[config.mk]
export PLATFORM = sky130hd
export DESIGN_NAME = smb_slave_decoder
export DESIGN_NICKNAME = d
export VERILOG_FILES = /design/src/rtl/smb_pkg.sv /design/src/rtl/smb_line_sync.sv /design/src/rtl/smb_msg_fsm.sv /design/src/rtl/smb_regs.sv /design/src/rtl/smb_slave_decoder.sv
export SDC_FILE = /design/constraint.sdc
export NUM_CORES = 1
export LEC_CHECK = 0
export BUFFER_PORTS_ARGS = -buffer_cell sky130_fd_sc_hd__buf_2
export CAP_MARGIN = 10
export CORE_ASPECT_RATIO = 1.25
export CORE_MARGIN = 2
export CORE_UTILIZATION = 64
export CTS_CLUSTER_SIZE = 14
export DETAILED_ROUTE_END_ITERATION = 7
export PLACE_DENSITY_LB_ADDON = 0.25
export SLEW_MARGIN = 10
export SYNTH_ARGS = -nofsm -noshare
export SYNTH_HDL_FRONTEND = slang
export SYNTH_SLANG_ARGS = --single-unit
[constraint.sdc]
create_clock -name clk -period 6.5 [get_ports clk]
set_clock_uncertainty 0.05 [all_clocks]
set_input_delay 0.65 -clock clk [delete_from_list [all_inputs] [get_ports clk]]
set_output_delay 0.65 -clock clk [all_outputs]
set_load 0.1 [all_outputs]
[src/rtl/smb_pkg.sv]
package smb_pkg;

  typedef enum logic [3:0] {
    PH_IDLE, PH_ADDR, PH_CMD, PH_DATA, PH_WDONE,
    PH_NADDR, PH_NLO, PH_NHI, PH_NDONE,
    PH_TX, PH_RDONE, PH_IGNORE
  } phase_t;

  localparam logic [6:0] HOST_NOTIFY_ADDR = 7'h08;
  localparam logic [6:0] ADDR_AT_RESET    = 7'h44;
  localparam logic [7:0] FILL_BYTE        = 8'hFF;

  // Wire form of an address: 7-bit address above the direction bit.
  function automatic logic [7:0] wire_addr(input logic [6:0] a, input logic rw);
    return {a, rw};
  endfunction

  function automatic logic addr_hit(input logic [7:0] b, input logic [6:0] a, input logic rw);
    return b == wire_addr(a, rw);
  endfunction

  function automatic logic [15:0] notify_word(input logic [7:0] lo, input logic [7:0] hi);
    return {hi, lo};
  endfunction

endpackage

[src/rtl/smb_line_sync.sv]
module smb_line_sync #(
  parameter int SYNC_STAGES = 2
) (
  input  logic clk,
  input  logic rst_n,
  input  logic scl_raw,
  input  logic sda_raw,
  output logic scl_s,
  output logic sda_s,
  output logic scl_rise,
  output logic scl_fall,
  output logic start_evt,
  output logic stop_evt
);
  logic [1:0] raw;
  logic [1:0] now_v;
  logic [1:0] old_v;

  assign raw = {sda_raw, scl_raw};

  for (genvar i = 0; i < 2; i++) begin : g_line
    logic [SYNC_STAGES:0] pipe;
    always_ff @(posedge clk or negedge rst_n) begin
      if (!rst_n) pipe <= '1;
      else        pipe <= {pipe[SYNC_STAGES-1:0], raw[i]};
    end
    assign now_v[i] = pipe[SYNC_STAGES-1];
    assign old_v[i] = pipe[SYNC_STAGES];
  end

  assign scl_s     = now_v[0];
  assign sda_s     = now_v[1];
  assign scl_rise  = now_v[0] & ~old_v[0];
  assign scl_fall  = ~now_v[0] & old_v[0];
  assign start_evt = now_v[0] & old_v[0] & old_v[1] & ~now_v[1];
  assign stop_evt  = now_v[0] & old_v[0] & ~old_v[1] & now_v[1];

endmodule

[src/rtl/smb_msg_fsm.sv]
module smb_msg_fsm
  import smb_pkg::*;
#(
  parameter int TO_CYC = 5000,
  localparam int TO_W = $clog2(TO_CYC + 1)
) (
  input  logic       clk,
  input  logic       rst_n,
  input  logic       scl_s,
  input  logic       sda_s,
  input  logic       scl_rise,
  input  logic       scl_fall,
  input  logic       start_evt,
  input  logic       stop_evt,
  input  logic [6:0] own_addr,
  input  logic [7:0] rd_byte,
  output logic       sda_oe,
  output logic [7:0] cmd_q,
  output logic [7:0] data_q,
  output logic [7:0] naddr_q,
  output logic [7:0] nlo_q,
  output logic [7:0] nhi_q,
  output logic       wr_commit,
  output logic       nt_commit,
  output logic       rd_commit
);
  phase_t      phase, nxt_ph;
  logic [3:0]  bit_idx;
  logic [7:0]  sh;
  logic [7:0]  tx_sh;
  logic        tx_en;
  logic        cmd_ok;
  logic        oe_q;
  logic        nxt_ack;
  logic [TO_W-1:0] idle_cnt;
  logic        to_hit;
  logic        active;
  logic        byte_done;

  assign active    = (phase != PH_IDLE) && (phase != PH_IGNORE);
  assign to_hit    = (phase != PH_IDLE) && scl_s && sda_s && (idle_cnt == TO_W'(TO_CYC - 1));
  assign byte_done = active && !to_hit && !start_evt && !stop_evt &&
                     scl_fall && (bit_idx == 4'd8) && !tx_en;

  assign wr_commit = stop_evt && !to_hit && (phase == PH_WDONE);
  assign nt_commit = stop_evt && !to_hit && (phase == PH_NDONE);
  assign rd_commit = stop_evt && !to_hit && (phase == PH_RDONE);
  assign sda_oe    = oe_q;

  // Decision for a completed received byte.
  always_comb begin
    nxt_ph  = PH_IGNORE;
    nxt_ack = 1'b0;
    case (phase)
      PH_ADDR: begin
        if (addr_hit(sh, own_addr, 1'b0)) begin
          nxt_ph = PH_CMD;   nxt_ack = 1'b1;
        end else if (addr_hit(sh, own_addr, 1'b1) && cmd_ok) begin
          nxt_ph = PH_TX;    nxt_ack = 1'b1;
        end else if (addr_hit(sh, HOST_NOTIFY_ADDR, 1'b0)) begin
          nxt_ph = PH_NADDR; nxt_ack = 1'b1;
        end
      end
      PH_CMD:   begin nxt_ph = PH_DATA;  nxt_ack = 1'b1; end
      PH_DATA:  begin nxt_ph = PH_WDONE; nxt_ack = 1'b1; end
      PH_NADDR: begin nxt_ph = PH_NLO;   nxt_ack = 1'b1; end
      PH_NLO:   begin nxt_ph = PH_NHI;   nxt_ack = 1'b1; end
      PH_NHI:   begin nxt_ph = PH_NDONE; nxt_ack = 1'b1; end
      default:  begin nxt_ph = PH_IGNORE; nxt_ack = 1'b0; end
    endcase
  end

  // Bus-idle watchdog inside a transfer.
  always_ff @(posedge clk or negedge rst_n) begin
    if (!rst_n)                                   idle_cnt <= '0;
    else if (phase == PH_IDLE || !(scl_s && sda_s)) idle_cnt <= '0;
    else if (!to_hit)                             idle_cnt <= idle_cnt + 1'b1;
    else                                          idle_cnt <= '0;
  end

  always_ff @(posedge clk or negedge rst_n) begin
    if (!rst_n) begin
      phase   <= PH_IDLE;
      bit_idx <= '0;
      sh      <= '0;
      tx_sh   <= '1;
      tx_en   <= 1'b0;
      cmd_ok  <= 1'b0;
      oe_q    <= 1'b0;
    end else if (to_hit) begin
      phase   <= PH_IDLE;
      bit_idx <= '0;
      tx_en   <= 1'b0;
      cmd_ok  <= 1'b0;
      oe_q    <= 1'b0;
    end else if (start_evt) begin
      phase   <= PH_ADDR;
      bit_idx <= '0;
      tx_en   <= 1'b0;
      cmd_ok  <= (phase == PH_DATA);
      oe_q    <= 1'b0;
    end else if (stop_evt) begin
      phase   <= PH_IDLE;
      bit_idx <= '0;
      tx_en   <= 1'b0;
      cmd_ok  <= 1'b0;
      oe_q    <= 1'b0;
    end else if (active) begin
      if (scl_rise) begin
        if (bit_idx < 4'd8) begin
          if (!tx_en) sh <= {sh[6:0], sda_s};
          bit_idx <= bit_idx + 1'b1;
        end else if (bit_idx == 4'd8) begin
          bit_idx <= 4'd9;
        end
      end else if (scl_fall) begin
        if (bit_idx == 4'd8) begin
          if (tx_en) begin
            oe_q <= 1'b0;
          end else begin
            oe_q  <= nxt_ack;
            phase <= nxt_ph;
          end
        end else if (bit_idx == 4'd9) begin
          bit_idx <= '0;
          if (phase == PH_TX && !tx_en) begin
            tx_en <= 1'b1;
            tx_sh <= rd_byte;
            oe_q  <= ~rd_byte[7];
          end else begin
            oe_q <= 1'b0;
            if (tx_en) begin
              tx_en <= 1'b0;
              phase <= PH_RDONE;
            end
          end
        end else if (tx_en && bit_idx != 4'd0) begin
          tx_sh <= {tx_sh[6:0], 1'b1};
          oe_q  <= ~tx_sh[6];
        end
      end
    end
  end

  // Captured payload bytes.
  always_ff @(posedge clk or negedge rst_n) begin
    if (!rst_n) begin
      cmd_q <= '0; data_q <= '0; naddr_q <= '0; nlo_q <= '0; nhi_q <= '0;
    end else if (byte_done) begin
      case (phase)
        PH_CMD:   cmd_q   <= sh;
        PH_DATA:  data_q  <= sh;
        PH_NADDR: naddr_q <= sh;
        PH_NLO:   nlo_q   <= sh;
        PH_NHI:   nhi_q   <= sh;
        default: ;
      endcase
    end
  end

  // pull-down changes only while SCL is low
  p_oe_scl_low_r10: assert property (@(posedge clk) disable iff (!rst_n)
    !$stable(oe_q) |-> !scl_s);

  // stalled idle bus returns the decoder to idle
  p_timeout_idle_r7: assert property (@(posedge clk) disable iff (!rst_n)
    to_hit |=> (phase == PH_IDLE) && !oe_q);

  // never drives the bus while ignoring it
  p_quiet_ignore_r2: assert property (@(posedge clk) disable iff (!rst_n)
    (phase == PH_IGNORE) |-> !oe_q);

endmodule

[src/rtl/smb_regs.sv]
module smb_regs
  import smb_pkg::*;
#(
  parameter int RF_DEPTH = 8,
  localparam int RF_IW = (RF_DEPTH > 1) ? $clog2(RF_DEPTH) : 1
) (
  input  logic             clk,
  input  logic             rst_n,
  input  logic             cfg_addr_we,
  input  logic [6:0]       cfg_addr,
  input  logic             rf_we,
  input  logic [RF_IW-1:0] rf_idx,
  input  logic [7:0]       rf_wdata,
  input  logic             clr_notify,
  input  logic             clr_event,
  input  logic [7:0]       cmd_q,
  input  logic [7:0]       data_q,
  input  logic [7:0]       naddr_q,
  input  logic [7:0]       nlo_q,
  input  logic [7:0]       nhi_q,
  input  logic             wr_commit,
  input  logic             nt_commit,
  input  logic             rd_commit,
  output logic [6:0]       own_addr,
  output logic [7:0]       rd_byte,
  output logic [7:0]       rx_cmd,
  output logic [7:0]       rx_data,
  output logic [7:0]       nt_addr,
  output logic [15:0]      nt_data,
  output logic             stat_notify,
  output logic             stat_event
);
  logic [7:0] rf [RF_DEPTH];

  always_ff @(posedge clk or negedge rst_n) begin
    if (!rst_n)           own_addr <= ADDR_AT_RESET;
    else if (cfg_addr_we) own_addr <= cfg_addr;
  end

  always_ff @(posedge clk or negedge rst_n) begin
    if (!rst_n) begin
      for (int i = 0; i < RF_DEPTH; i++) rf[i] <= '0;
    end else if (rf_we && 32'(rf_idx) < RF_DEPTH) begin
      rf[rf_idx] <= rf_wdata;
    end
  end

  always_comb begin
    if (32'(cmd_q) < RF_DEPTH) rd_byte = rf[cmd_q[RF_IW-1:0]];
    else                       rd_byte = FILL_BYTE;
  end

  always_ff @(posedge clk or negedge rst_n) begin
    if (!rst_n) begin
      rx_cmd <= '0; rx_data <= '0; nt_addr <= '0; nt_data <= '0;
    end else begin
      if (wr_commit) begin
        rx_cmd  <= cmd_q;
        rx_data <= data_q;
      end
      if (nt_commit) begin
        nt_addr <= naddr_q;
        nt_data <= notify_word(nlo_q, nhi_q);
      end
    end
  end

  always_ff @(posedge clk or negedge rst_n) begin
    if (!rst_n) begin
      stat_notify <= 1'b0;
      stat_event  <= 1'b0;
    end else begin
      if (nt_commit)       stat_notify <= 1'b1;
      else if (clr_notify) stat_notify <= 1'b0;
      if (wr_commit || rd_commit) stat_event <= 1'b1;
      else if (clr_event)         stat_event <= 1'b0;
    end
  end

  // at most one message completes per cycle
  p_one_commit_r5: assert property (@(posedge clk) disable iff (!rst_n)
    $onehot0({wr_commit, nt_commit, rd_commit}));

  // a completed write or read raises the event status
  p_evt_set_r3: assert property (@(posedge clk) disable iff (!rst_n)
    (wr_commit || rd_commit) |=> stat_event);

  // notify raises its own status and leaves the event status alone
  p_notify_only_r5: assert property (@(posedge clk) disable iff (!rst_n)
    (nt_commit && !clr_event) |=> stat_notify && $stable(stat_event));

  // own address moves only on a host write
  p_addr_hold_r1: assert property (@(posedge clk) disable iff (!rst_n)
    !$past(cfg_addr_we) |-> $stable(own_addr));

endmodule

[src/rtl/smb_slave_decoder.sv]
module smb_slave_decoder #(
  parameter int RF_DEPTH    = 8,
  parameter int TO_CYC      = 5000,
  parameter int SYNC_STAGES = 2,
  localparam int RF_IW = (RF_DEPTH > 1) ? $clog2(RF_DEPTH) : 1
) (
  input  logic             clk,
  input  logic             rst_n,
  input  logic             scl_i,
  input  logic             sda_i,
  output logic             sda_oe_o,
  input  logic             cfg_addr_we,
  input  logic [6:0]       cfg_addr,
  input  logic             rf_we,
  input  logic [RF_IW-1:0] rf_idx,
  input  logic [7:0]       rf_wdata,
  input  logic             clr_notify,
  input  logic             clr_event,
  output logic [6:0]       slv_addr,
  output logic [7:0]       rx_cmd,
  output logic [7:0]       rx_data,
  output logic [7:0]       nt_addr,
  output logic [15:0]      nt_data,
  output logic             stat_notify,
  output logic             stat_event,
  output logic             irq_notify,
  output logic             irq_event
);
  logic scl_s, sda_s, scl_rise, scl_fall, start_evt, stop_evt;
  logic [7:0] rd_byte, cmd_q, data_q, naddr_q, nlo_q, nhi_q;
  logic wr_commit, nt_commit, rd_commit;

  smb_line_sync #(.SYNC_STAGES(SYNC_STAGES)) u_sync (
    .clk(clk), .rst_n(rst_n), .scl_raw(scl_i), .sda_raw(sda_i),
    .scl_s(scl_s), .sda_s(sda_s), .scl_rise(scl_rise), .scl_fall(scl_fall),
    .start_evt(start_evt), .stop_evt(stop_evt)
  );

  smb_msg_fsm #(.TO_CYC(TO_CYC)) u_fsm (
    .clk(clk), .rst_n(rst_n), .scl_s(scl_s), .sda_s(sda_s),
    .scl_rise(scl_rise), .scl_fall(scl_fall),
    .start_evt(start_evt), .stop_evt(stop_evt),
    .own_addr(slv_addr), .rd_byte(rd_byte), .sda_oe(sda_oe_o),
    .cmd_q(cmd_q), .data_q(data_q), .naddr_q(naddr_q), .nlo_q(nlo_q), .nhi_q(nhi_q),
    .wr_commit(wr_commit), .nt_commit(nt_commit), .rd_commit(rd_commit)
  );

  smb_regs #(.RF_DEPTH(RF_DEPTH)) u_regs (
    .clk(clk), .rst_n(rst_n),
    .cfg_addr_we(cfg_addr_we), .cfg_addr(cfg_addr),
    .rf_we(rf_we), .rf_idx(rf_idx), .rf_wdata(rf_wdata),
    .clr_notify(clr_notify), .clr_event(clr_event),
    .cmd_q(cmd_q), .data_q(data_q), .naddr_q(naddr_q), .nlo_q(nlo_q), .nhi_q(nhi_q),
    .wr_commit(wr_commit), .nt_commit(nt_commit), .rd_commit(rd_commit),
    .own_addr(slv_addr), .rd_byte(rd_byte),
    .rx_cmd(rx_cmd), .rx_data(rx_data), .nt_addr(nt_addr), .nt_data(nt_data),
    .stat_notify(stat_notify), .stat_event(stat_event)
  );

  assign irq_notify = stat_notify;
  assign irq_event  = stat_event;

endmodule

After elaboration in Yosys (flattened, before gate mapping)
Index checks and enable logic that the tools add are counted.
{"block": "totals", "reg_bits": 198, "latchBits": 0, "n_memories": 0, "inputBits": 26, "wordCells": 203, "rom_bits": 0, "out_inout_bits": 52, "ramBits": 0}
{"block": "classes", "mul": 0, "n_shift": 0, "addsub": 2, "div": 0, "eq_ne": 24, "n_reduce_logical": 53, "order_cmp": 5, "bitwise_logic": 21, "n_mux": 68}
{"operator": "4-bit 2-to-1 mux", "count": 24}
{"operator": "64-bit bitwise mux", "count": 1}
{"operator": "8-bit 2-to-1 mux", "count": 4}
{"operator": "1-bit 2-to-1 mux", "count": 30}
{"operator": "13-bit 2-to-1 mux", "count": 2}
{"operator": "8-bit binary-select mux with 3-bit select", "count": 1}
{"operator": "8-bit demux with 3-bit select", "count": 1}
{"operator": "4-bit one-hot mux with 6 select lines", "count": 1}
{"operator": "7-bit 2-to-1 mux", "count": 3}
{"operator": "4-bit == test (second input constant)", "count": 5}
{"operator": "4-bit nonzero test", "count": 5}
{"operator": "5-bit nonzero test", "count": 4}
{"operator": "1-bit logical AND", "count": 19}
{"operator": "4-bit by 3-bit == test with 1-bit output (second input constant)", "count": 4}
{"operator": "8-bit == test", "count": 2}
{"operator": "7-bit AND reduction", "count": 2}
{"operator": "13-bit by 1-bit adder with 13-bit output (second input constant)", "count": 1}
{"operator": "13-bit == test (second input constant)", "count": 1}
{"operator": "1-bit NOT", "count": 12}
{"operator": "2-bit AND reduction", "count": 5}
{"operator": "5-bit AND reduction", "count": 2}
{"operator": "9-bit AND reduction", "count": 1}
{"operator": "4-bit by 2-bit == test with 1-bit output (second input constant)", "count": 2}
{"operator": "8-bit by 5-bit == test with 1-bit output (second input constant)", "count": 1}
{"operator": "other kinds (24)", "count": 40}

Depth between registers and ports, before layout
{"block": "depth", "depth_word": 15, "depth_mapped": 8, "ltp_nobuf": 7}

By module
From an unflattened synthesis, not the netlist that was laid out.
{"block": "hier_totals", "cells_unflattened": 628, "area_unflattened_um2": 8946.1}
{"module": "smb_regs", "seq_area_each_um2": 2830.2, "cells_each": 281, "instances": 1, "area_each_um2": 4837.1}
{"module": "smb_msg_fsm", "seq_area_each_um2": 1985.7, "cells_each": 335, "instances": 1, "area_each_um2": 3903.7}
{"module": "smb_line_sync", "seq_area_each_um2": 157.7, "cells_each": 10, "instances": 1, "area_each_um2": 190.2}
{"module": "smb_slave_decoder", "seq_area_each_um2": 0.0, "cells_each": 2, "instances": 1, "area_each_um2": 15.0}

Worst setup path before layout
Ideal clock, no wire load.
{"block": "synth_path", "kind": "reg-to-reg", "from": "reg u_fsm.phase[1]", "to": "reg u_regs.nt_addr[5]", "path_buffers": 3, "stages_incl_launch_ff": 9, "synth_period_minus_slack_ns": 2.385, "t_arrival_ns": 2.210, "required_ns": 6.325, "setup_time_ns": 0.125, "path_slack_ns": 4.115, "cell_sequence": "dfrtp_1 -> buf_6 -> or4_4 -> nand3_2 -> nor2_4 -> or4_1 -> buf_6 -> buf_12 -> mux2_4"}
{"block": "synth_between", "elab_chain_cells": 7, "elab_cells_between_ends": 8, "classes_between": "1 x eq/ne; 7 x reduce/logical"}
{"element": "start, declared", "line_no": "smb_msg_fsm.sv:27", "source": "phase_t phase, nxt_ph;"}
{"element": "start signal, assigned", "line_no": "smb_msg_fsm.sv:122", "source": "phase <= nxt_ph;"}
{"element": "4-bit nonzero test", "line_no": "smb_msg_fsm.sv:41", "source": "assign to_hit = (phase != PH_IDLE) && scl_s && sda_s && (idle_cnt == TO_W'(TO_CYC - 1));"}
{"element": "1-bit logical AND (3 in series)", "line_no": "smb_msg_fsm.sv:41"}
{"element": "1-bit zero test", "line_no": "smb_msg_fsm.sv:46", "source": "assign nt_commit = stop_evt && !to_hit && (phase == PH_NDONE);"}
{"element": "1-bit logical AND", "line_no": "smb_msg_fsm.sv:46"}
{"element": "1-bit logical AND *", "line_no": "smb_msg_fsm.sv:46"}
{"element": "end signal, assigned", "line_no": "smb_regs.sv:62", "source": "nt_addr <= naddr_q;"}
{"element": "end, declared", "line_no": "smb_regs.sv:28", "source": "output logic [7:0] nt_addr,"}
Every way passes the cells marked *; elsewhere a longest branch is shown, timed or not.
A chain may end at the register's enable or synchronous reset.

Final worst setup path
{"block": "layout_path", "from": "reg u_fsm.phase[0]", "to": "reg u_regs.rx_data[3]"}
{"block": "layout_between", "elab_chain_cells": 7, "elab_cells_between_ends": 8, "classes_between": "1 x eq/ne; 7 x reduce/logical"}
{"element": "4-bit nonzero test", "line_no": "smb_msg_fsm.sv:41"}
{"element": "1-bit logical AND (3 in series)", "line_no": "smb_msg_fsm.sv:41"}
{"element": "1-bit zero test", "line_no": "smb_msg_fsm.sv:45", "source": "assign wr_commit = stop_evt && !to_hit && (phase == PH_WDONE);"}
{"element": "1-bit logical AND", "line_no": "smb_msg_fsm.sv:45"}
{"element": "1-bit logical AND *", "line_no": "smb_msg_fsm.sv:45"}
{"element": "end signal, assigned", "line_no": "smb_regs.sv:59", "source": "rx_data <= data_q;"}
{"element": "end, declared", "line_no": "smb_regs.sv:27", "source": "output logic [7:0] rx_data,"}
Marked as above.

==> flow_summary.yaml <==
worst_setup_path:
  slowest_stage: "or4_1"
  crit_chain: "or4_4 > nand3_2 > nor2_4 > or4_1 > mux2_4"
  cp.arrival_ns: 3.03
  crit_path_max_incr_delay_ns: 0.82
  endpoint: "u_regs.rx_data[3]"
  r2r-end: "u_regs.rx_data[3]"
  r2r_cells: 5
  crit_required_ns: 6.77
  crit_path_start_kind: "flop"
  critPathLaunch: "u_fsm.phase[0]"
  r2r_slack_ns: 3.74
  cp_max_fo: 17
  r2r_start: "u_fsm.phase[0]"
  cp-end-kind: "flop"
  path_class: "flop to flop"
timing:
  setup_viol: 0
  worst_pin_slew_ns: 1.06
  period_needed_ns: 2.76
  max_freq_mhz: 363
  slew_headroom_pct: 29.5
  hold_violations: 0
  fin_crit_sh_pct: 42.4
  report.final.slew_viol_count: 0
  fin_tns_setup_ns: 0
  rsz0062_at_grt: "false"
cells_and_area:
  layout.cells.non_filler: 895
  fillers: 904
  final_area_sq_mm: 0.00993
  antenna_cells: 0
  area_delta_synth_final_pct: 11.4
  nNetsFinal: 737
  drive_above_1_share_pct: 43.5
routing:
  routedWlPerCell_um: 20.4
  post-route-drc-count: 0
  ant_nets: 0
  wirelength_mm: 18.3
  wl_met1_mm: 7.29
  drt_iter0_drc: 347
  dr_wl_met2_mm: 9.83
  highest_layer: "met4"
  first_pass_iters: 4
  num_vias: 5414
  dr_wl_met3_um: 808
  via_per_inst: 6.05
floorplanning:
  pin_count: 78
  design.core.area_sq_mm: 0.0137
  initial_utilization_pct: 65.1
  rows: 48
  die_x_um: 110
  die-area_sq_mm: 0.0149
  die_y_um: 136
place:
  postPlaceCellArea_sq_mm: 0.00936
  dp.cells: 863
  gp_congestion: 0.890
  io_buffers: 77
  dp_hpwl_mm: 12.6
synthesis:
  yosys.cell_types.count: 58
  syn_avg_cell_area_sq_um: 13.9
  synth_mux_area_share_pct: 26.3
  synth-simple-area-share_pct: 8.92
  synth_edf_count: 0
  synth_warnings: 0
  ys_seq_area_share_pct: 55.8
  synth_top_family_by_area: "multiplexers"
  synth_flop_cell: "dfrtp_1"
  synth_compound_area_share_pct: 3.94
  ys_ff_latch: 198
  synth_area_sq_mm: 0.00892
  synth_xor_area_share_pct: 1.87
  async_flop_share_pct: 100
  syn_nets: 670
  syn_inst: 640
  synthAdderAreaFrac_pct: 0.561
power_and_ir_drop:
  comb_power_share_pct: 12.7
  cellPowerDensity_mw_per_mm2: 292
  power_leakage_nw: 4.70
  vdd_drop_max_v: 0.000235
  power_frac_clock_pct: 35.3
  power.switching_mw: 0.816
  p_int_mw: 2.08
  seqPwrFrac_pct: 52.0
  p_sw_share_pct: 28.1
clocking:
  cts-root-buf: "clkbuf_16"
  cts_resized: 0
  cts_buffers: 17
  cts.path.max_buffers: 2
  cts_setup_buffers: 0
  cts_tree: "yes"
  clock-sinks: 198
  worstSkewPairLatency_ns: 0.44
  h-tree-depth: 4
  cts_hold_buf: 0
  clkTransAtPathRegs_ns: 0.07
global_routing:
  antenna_found_initial: 0
  grt_remaining_overflow: 0
  first_global_vias: 5656
  grt_max_degree: 119
  track_usage_pct: 26.8
  grt_first_pass_wirelength_mm: 29.7
min_path:
  worstHoldPathType: "input pin to asynchronous set/reset pin"
outcome:
  status: "finished clean"
job:
  maxCapViolCount: 0
[critical path: cells and delay by family (launching register included)]
kind | cells | cell delay, ns
flip-flops | 1 | 0.50
multiplexers | 1 | 0.44
AND/OR/NAND/NOR | 4 | 1.63
[metrics by stage]
stage                     hold slack [ns]  total power [mW]  setup slack (ns)  utilization (%)
after floorplan                     0.295              1.76              4.11                -
after global placement              0.296              1.87              3.80             68.4
after detailed placement            0.297              1.90              3.75             68.4
after CTS                           0.248              2.91              3.74             72.5
after global routing                0.246              3.01              3.54             72.5
final                               0.255              2.90              3.74             72.5
[power by group through the flow]
stage / clock network [mW] / logic (mW) / registers, mW
floorplan: 0 / 0.299 / 1.46
global placement: 0 / 0.351 / 1.51
detailed placement: 0 / 0.368 / 1.53
CTS: 1.04 / 0.371 / 1.50
global route: 1.08 / 0.403 / 1.52
finish: 1.02 / 0.369 / 1.51
[cells by family (layout without fill, tap and decap cells)]
logic type      Yosys count  after routing
mux                     184            184
buf+inv                  40            120
fa+ha+maj                 4              4
xor+xnor                 19             19
compound gates           55             55
flops                   198            198
simple gates            140            140
[sequential cells by signal, indices dropped and copies added, names as in the netlist]
| signal | flops |
|---|---|
| u_fsm.bit_idx | 4 |
| u_fsm.cmd_ok | 1 |
| u_fsm.cmd_q | 8 |
| u_fsm.data_q | 8 |
| u_fsm.idle_cnt | 13 |
| u_fsm.naddr_q | 8 |
| u_fsm.nhi_q | 8 |
| u_fsm.nlo_q | 8 |
| u_fsm.phase | 4 |
| u_fsm.sda_oe | 1 |
| u_fsm.sh | 8 |
| u_fsm.tx_en | 1 |
| u_fsm.tx_sh | 7 |
| u_regs.nt_addr | 8 |
| u_regs.nt_data | 16 |
| u_regs.own_addr | 7 |
| u_regs.rf | 64 |
| u_regs.rx_cmd | 8 |
| u_regs.rx_data | 8 |
| u_regs.stat_event | 1 |
| u_regs.stat_notify | 1 |
| u_sync.g_line.pipe | 6 |
[layout by cell type, fill, tap and decap left out, types with 3 or more instances in the layout]
master      netlist  layout
dfrtp_1         183     183
mux2_2          131     131
buf_2             5      76
nand2_1          32      32
nor2_1           28      28
mux2_4           28      28
o21ai_0          21      21
clkbuf_16         0      17
mux4_2           16      16
dfstp_2          15      15
xor2_1           14      14
a21oi_1          12      12
nand3_1          11      11
mux2i_1           9       9
and3_1            7       7
nand2b_1          7       7
nor2b_1           7       7
inv_1             6       6
nor3_1            6       6
xnor2_1           5       5
nand4b_1          5       5
buf_4             2       5
or2_2             4       4
nor4_1            4       4
ha_1              4       4
clkinv_4          0       4
nor4bb_1          3       3
nand4_1           3       3
o211ai_1          3       3
or4_1             3       3
a211oi_1          3       3
a41o_1            3       3
clkinvlp_4        0       3
inv_6             0       3
[cell type report]
type / count / area, sq um / area share [%]
clock inverters: 14 / 141 / 1.42
repair buffers: 82 / 432 / 4.35
inverters: 6 / 22.5 / 0.227
flip-flops and latches: 198 / 4970 / 50.1
multi-input cells: 402 / 3710 / 37.4
well taps: 175 / 219 / 2.20
clock buffers: 18 / 429 / 4.32
[per-layer routing]
| layer | global-route usage [%] | vias up |
|---|---|---|
| met5 | 0 | - |
| met4 | 10.9 | 0 |
| met3 | 6.28 | 27 |
| met2 | 46.5 | 124 |
| met1 | 31.8 | 2812 |
| li1 | - | 2451 |
[how the worst min path moves through the flow]
stage                          endpoint  slack, ns                      from  cells after the start
2_1_floorplan          u_fsm.bit_idx[0]       0.30                     rst_n                      0
3_3_place_gp   u_sync.g_line[0].pipe[1]       0.30  u_sync.g_line[0].pipe[0]                      0
3_5_place_dp   u_sync.g_line[1].pipe[1]       0.30  u_sync.g_line[1].pipe[0]                      0
4_1_cts        u_sync.g_line[1].pipe[0]       0.25                     sda_i                      1
5_1_grt        u_sync.g_line[1].pipe[0]       0.25                     sda_i                      1
6_report             u_regs.nt_data[11]       0.25                     rst_n                      1
[synth_stat cells, types with 4 or more instances]
| library cell | n | area (sq um) |
|---|---|---|
| nor4_1 | 4 | 25.0 |
| nor2_1 | 28 | 105 |
| or2_2 | 4 | 25.0 |
| mux4_2 | 16 | 360 |
| xor2_1 | 14 | 123 |
| nand3_1 | 11 | 55.1 |
| nor2b_1 | 7 | 43.8 |
| nand2b_1 | 7 | 43.8 |
| buf_2 | 5 | 25.0 |
| ha_1 | 4 | 50.1 |
| nor3_1 | 6 | 30.0 |
| mux2_4 | 28 | 420 |
| mux2i_1 | 9 | 90.1 |
| nand4b_1 | 5 | 43.8 |
| dfrtp_1 | 183 | 4580 |
| nand2_1 | 32 | 120 |
| a21oi_1 | 12 | 60.1 |
| o21ai_0 | 21 | 105 |
| mux2_2 | 131 | 1480 |
| xnor2_1 | 5 | 43.8 |
| and3_1 | 7 | 43.8 |
| dfstp_2 | 15 | 394 |
| clkbuf_1 | 21 | 78.8 |
| inv_1 | 6 | 22.5 |
Note: power is estimated with default switching activity, not from simulation.
